$ cat config.mk
export PLATFORM = sky130hd
export DESIGN_NAME = gpio_port
export DESIGN_NICKNAME = d
export VERILOG_FILES = /design/src/rtl/gpio_pkg.sv /design/src/rtl/gpio_sync.sv /design/src/rtl/gpio_regs.sv /design/src/rtl/gpio_pad_ctrl.sv /design/src/rtl/gpio_port.sv
export SDC_FILE = /design/constraint.sdc
export NUM_CORES = 1
export LEC_CHECK = 0
export CORE_MARGIN = 2
export CORE_UTILIZATION = 44
export DETAILED_ROUTE_END_ITERATION = 12
export GPL_TIMING_DRIVEN = 0
export PLACE_DENSITY = 0.78
export SETUP_SLACK_MARGIN = 0.2
export SLEW_MARGIN = 20
export SYNTH_ARGS = -nofsm -noshare
export SYNTH_HDL_FRONTEND = slang
export SYNTH_HIERARCHICAL = 1
export SYNTH_SLANG_ARGS = --single-unit
$ cat constraint.sdc
create_clock -name clk_i -period 1.25 [get_ports clk_i]
set_clock_uncertainty 0.1 [all_clocks]
set_input_delay 0.25 -clock clk_i [delete_from_list [all_inputs] [get_ports clk_i]]
set_output_delay 0.25 -clock clk_i [all_outputs]
set_load 0.03 [all_outputs]
$ cat src/rtl/gpio_pkg.sv
package gpio_pkg;
  typedef enum logic [1:0] {
    ADDR_DIR  = 2'd0,
    ADDR_OUT  = 2'd1,
    ADDR_PIN  = 2'd2,
    ADDR_NONE = 2'd3
  } gpio_addr_e;
endpackage

$ cat src/rtl/gpio_sync.sv
// Falling-edge capture followed by rising-edge capture: half to 1.5 cycle latency.
module gpio_sync #(
  parameter int W = 8
) (
  input  logic         clk_i,
  input  logic         rst_ni,
  input  logic [W-1:0] d_i,
  output logic [W-1:0] q_o
);
  logic [W-1:0] stage1_q, stage2_q;

  always_ff @(negedge clk_i or negedge rst_ni)
    if (!rst_ni) stage1_q <= '0;
    else         stage1_q <= d_i;

  always_ff @(posedge clk_i or negedge rst_ni)
    if (!rst_ni) stage2_q <= '0;
    else         stage2_q <= stage1_q;

  assign q_o = stage2_q;

  // second stage takes the first stage's value one rising edge later
  p_sync_follow_r7: assert property (@(posedge clk_i) disable iff (!rst_ni)
    ##1 stage2_q == $past(stage1_q));
endmodule

$ cat src/rtl/gpio_regs.sv
module gpio_regs
  import gpio_pkg::*;
#(
  parameter int W = 8
) (
  input  logic         clk_i,
  input  logic         rst_ni,
  input  logic [1:0]   addr_i,
  input  logic         we_i,
  input  logic [W-1:0] wdata_i,
  output logic [W-1:0] dir_o,
  output logic [W-1:0] out_o
);
  logic [W-1:0] dir_q, out_q;
  logic wr_dir, wr_out, wr_tgl;

  assign wr_dir = we_i && (addr_i == ADDR_DIR);
  assign wr_out = we_i && (addr_i == ADDR_OUT);
  assign wr_tgl = we_i && (addr_i == ADDR_PIN);

  always_ff @(posedge clk_i or negedge rst_ni)
    if (!rst_ni)     dir_q <= '0;
    else if (wr_dir) dir_q <= wdata_i;

  always_ff @(posedge clk_i or negedge rst_ni)
    if (!rst_ni)     out_q <= '0;
    else if (wr_out) out_q <= wdata_i;
    else if (wr_tgl) out_q <= out_q ^ wdata_i;

  assign dir_o = dir_q;
  assign out_o = out_q;

  p_toggle_r3: assert property (@(posedge clk_i) disable iff (!rst_ni)
    (we_i && addr_i == ADDR_PIN) |=> out_q == ($past(out_q) ^ $past(wdata_i)));
  p_dir_hold_r8: assert property (@(posedge clk_i) disable iff (!rst_ni)
    !(we_i && addr_i == ADDR_DIR) |=> $stable(dir_q));
  p_out_hold_r9: assert property (@(posedge clk_i) disable iff (!rst_ni)
    !(we_i && (addr_i == ADDR_OUT || addr_i == ADDR_PIN)) |=> $stable(out_q));
endmodule

$ cat src/rtl/gpio_pad_ctrl.sv
module gpio_pad_ctrl #(
  parameter int W = 8
) (
  input  logic         clk_i,
  input  logic         rst_ni,
  input  logic [W-1:0] dir_i,
  input  logic [W-1:0] out_i,
  input  logic         pud_i,
  output logic [W-1:0] oe_o,
  output logic [W-1:0] lvl_o,
  output logic [W-1:0] pu_o
);
  for (genvar i = 0; i < W; i++) begin : g_pin
    always_comb begin
      unique case ({dir_i[i], out_i[i]})
        2'b00: begin oe_o[i] = 1'b0; lvl_o[i] = 1'b0; pu_o[i] = 1'b0;   end
        2'b01: begin oe_o[i] = 1'b0; lvl_o[i] = 1'b0; pu_o[i] = !pud_i; end
        2'b10: begin oe_o[i] = 1'b1; lvl_o[i] = 1'b0; pu_o[i] = 1'b0;   end
        default: begin oe_o[i] = 1'b1; lvl_o[i] = 1'b1; pu_o[i] = 1'b0; end
      endcase
    end
  end

  p_pu_not_driven_r4: assert property (@(posedge clk_i) disable iff (!rst_ni)
    (pu_o & oe_o) == '0);
  p_pud_forces_off_r5: assert property (@(posedge clk_i) disable iff (!rst_ni)
    pud_i |-> pu_o == '0);
  p_no_lvl_undriven_r2: assert property (@(posedge clk_i) disable iff (!rst_ni)
    (lvl_o & ~oe_o) == '0);
endmodule

$ cat src/rtl/gpio_port.sv
module gpio_port
  import gpio_pkg::*;
#(
  parameter int W = 8
) (
  input  logic         clk_i,
  input  logic         rst_ni,
  input  logic [1:0]   addr_i,
  input  logic         we_i,
  input  logic [W-1:0] wdata_i,
  output logic [W-1:0] rdata_o,
  input  logic         pud_i,
  input  logic [W-1:0] pad_in_i,
  output logic [W-1:0] pad_oe_o,
  output logic [W-1:0] pad_out_o,
  output logic [W-1:0] pad_pu_o
);
  logic [W-1:0] dir_q, out_q, pin_s;

  gpio_regs #(.W(W)) u_regs (
    .clk_i, .rst_ni, .addr_i, .we_i, .wdata_i,
    .dir_o(dir_q), .out_o(out_q)
  );

  gpio_sync #(.W(W)) u_sync (
    .clk_i, .rst_ni, .d_i(pad_in_i), .q_o(pin_s)
  );

  gpio_pad_ctrl #(.W(W)) u_pad (
    .clk_i, .rst_ni, .dir_i(dir_q), .out_i(out_q), .pud_i,
    .oe_o(pad_oe_o), .lvl_o(pad_out_o), .pu_o(pad_pu_o)
  );

  always_comb begin
    unique case (addr_i)
      ADDR_DIR: rdata_o = dir_q;
      ADDR_OUT: rdata_o = out_q;
      ADDR_PIN: rdata_o = pin_s;
      default:  rdata_o = '0;
    endcase
  end

  p_oe_tracks_dir_r2: assert property (@(posedge clk_i) disable iff (!rst_ni)
    (we_i && addr_i == ADDR_DIR) |=> pad_oe_o == $past(wdata_i));
endmodule

==> results.sh <==
export IMPL_status="complete, but fails checks"
export IMPL_violations="hold timing, setup timing"
export IMPL_yosysWarnings=6
export IMPL_cp_start_kind="register"
export IMPL_yosysSeqAreaShare_pct=51.95
export IMPL_syn_nets=150
export IMPL_drt_iter0_drc=52
export IMPL_synth_area_leaders="dfrtp_1 39%, dfrtn_1 13%, nor3b_2 6.5%"
export IMPL_cts_root_buf="clkbuf_4"
export IMPL_synth_top_family_by_area="simple AND/OR/NAND/NOR gates"
export IMPL_final_max_slew_viol_count=0
export IMPL_hold_viol=24
export IMPL_path_clk_slew_ps=110
export IMPL_netlist_instances=128
export IMPL_viasPerCell=5.365
export IMPL_maxSlewHeadroom_pct=63.48
export IMPL_dieArea_mm2=0.003993
export IMPL_netlist_area_mm2=0.001541
export IMPL_synth_compound_area_share_pct=14.29
export IMPL_tightest_slew_ps=547.8
export IMPL_design_area_mm2=0.002761
export IMPL_synth_seq_cells=32
export IMPL_final_core_util_pct=82.11
export IMPL_core_area_mm2=0.003363
export IMPL_clock_path_buffers=2
export IMPL_grt_pass1_wl_um=6982
export IMPL_placed_area_mm2=0.002313
export IMPL_yosys_cell_types_count=25
export IMPL_port_buffers=51
export IMPL_setup_tns_final_ps=-7551
export IMPL_antenna_cells=0
export IMPL_drcViolationCount=0
export IMPL_gp_congestion=0.7606
export IMPL_place_ws_ps=-1448
export IMPL_setup_viol=32
export IMPL_layout_common_cells="46 x buf_6, 15 x dfrtp_2, 9 x clkbuf_1, 9 x dfrtp_1"
export IMPL_arrival_ps=1210
export IMPL_cp_required_ps=900
export IMPL_die_y_um=63.19
export IMPL_io_pins=54
export IMPL_fin_nets=224
export IMPL_crit_type="reg -> out"
export IMPL_crit_path_end_kind="output port"
export IMPL_place_detailed_hpwl_um=2768
export IMPL_synthAdderAreaFrac_pct=0
export IMPL_first_pass_iters=4
export IMPL_clock_fmax_ghz=0.6422
export IMPL_maxCapViolCount=0
export IMPL_grt_overflow=0
export IMPL_fill_cells=203
export IMPL_vias=1336
export IMPL_row_count=21
export IMPL_cts_tree="built"
export IMPL_total_power_mw=3.835
export IMPL_dp_cells=225
export IMPL_worstSkewPairLatency_ps=330
export IMPL_p_per_area_mw_per_mm2=1389
export IMPL_worst_ir_drop_vdd_mv=0.9399
export IMPL_htree_levels=2
export IMPL_layout_setup_ws_ps=-307.2
export IMPL_die_x_um=63.19
export IMPL_wire_per_inst_um=18.26
export IMPL_synthSimpleGateAreaFrac_pct=15.26
export IMPL_finalCriticalPeriod_ps=1557
export IMPL_fin_cells=249
export IMPL_syn_avg_cell_area_um2=12.04
export IMPL_synth_top_area_cell="dfrtp_1"
export IMPL_critPathMaxFanout=4
export IMPL_yosysTopAreaCellShare_pct=38.96
export IMPL_grt_pass1_vias=1399
export IMPL_initial_core_util_pct=45.83
export IMPL_area_growth_pct=79.14
export IMPL_post_route_period_util_pct=124.6
export IMPL_grt_antenna_before_repair=0
export IMPL_grt_util_all_layers_pct=23.09
export IMPL_antenna_left=0
export IMPL_final_common_cell="buf_6"
export IMPL_cts_buffers=5
export IMPL_clock_sinks=32
export IMPL_whs_ps=-262.3
export IMPL_drt_wl_total_um=4547
export IMPL_grt_max_degree=33
export IMPL_hp_class="in -> async"
export IMPL_drive_above_1_share_pct=65.02
export IMPL_synthMuxAreaShare_pct=11.04
export IMPL_grt_setup_unrepaired="yes"
export IMPL_synth_xor_xnor_area_share_pct=1.055
export IMPL_leakage_nw=1.141
## power by group
group          internal, mW  total (mW)  switching, mW
logic                  1.00        1.85          0.847
clock network         0.219       0.571          0.352
registers              1.19        1.42          0.224
## path summary, 6_finish.rpt
kind	cells after the start	endpoint	start	slack (ps)
max in group asynchronous	1	u_sync/stage1_q[7]$_DFF_NN0_	rst_ni	450
hold reg to reg	1	u_regs/dir_o[2]$_DFFE_PN0P_	u_regs/dir_o[2]$_DFFE_PN0P_	510
setup reg to reg	4	u_regs/out_o[6]$_DFFE_PN0P_	u_regs/out_o[6]$_DFFE_PN0P_	40
setup / recovery	3	rdata_o[2]	u_regs/dir_o[2]$_DFFE_PN0P_	-310
min in group clk_i	3	u_regs/out_o[1]$_DFFE_PN0P_	we_i	130
hold / removal	1	u_sync/q_o[0]$_DFF_PN0_	rst_ni	-260
## timing repair
item	in CTS	in global routing
endpoints found under the hold margin	24	24
buffers inserted	12	4
resized for setup	279	31
setup endpoints to repair	72	47
pin swaps	10	6
## state kept, by name, summed over array words and instances, names as in the netlist
register and count:
u_sync/stage1_q 8, u_regs/dir_o 8, u_sync/q_o 8, u_regs/out_o 8
## synth_stat cells
cell type and number:
a21boi_0 1, a21oi_1 8, a31oi_1 7, and2_1 8, buf_2 1, buf_4 1
buf_6 4, clkbuf_1 10, dfrtn_1 8, dfrtp_1 24, inv_2 1, mux2_2 8
mux2i_1 8, nand2_1 7, nand2b_1 2, nand4b_1 1, nor2b_4 1, nor3_4 1
nor3b_2 8, o211ai_1 1, o22ai_1 7, o2bb2ai_1 8, o31ai_1 1, or2b_1 1
xor2_2 1
## critical path: stages (launching register included)
cell	delay [ps]
dfrtp_2	450
mux2i_2	210
o2bb2ai_4	80
buf_6	140
## cell type report
class	count	area (µm²)	share of cell area, %
Multi-Input combinational cell	79	978.4	35.43
Sequential cell	32	819.5	29.68
Clock buffer	7	45.04	1.631
Inverter	1	6.256	0.2266
Buffer	16	138.9	5.029
Timing Repair Buffer	67	710.7	25.74
Clock inverter	1	5.005	0.1812
Tap cell	46	57.56	2.084
## routing by layer
| layer | routed length (µm) | track usage, % |
|---|---|---|
| met1 | 1777 | 28.65 |
| met2 | 2445 | 38.43 |
| met3 | 283 | 7.500 |
| met4 | 41 | 7.065 |
| met5 | 0 | 0 |
## cells by family after synthesis
kind of cell	after synthesis
and+or+nand+nor	29
DFF	32
buffers and inverters	17
AOI/OAI and AO/OA	33
xor gates and xnor gates	1
muxes	16
No activity file was read; power rests on OpenSTA's default activity.
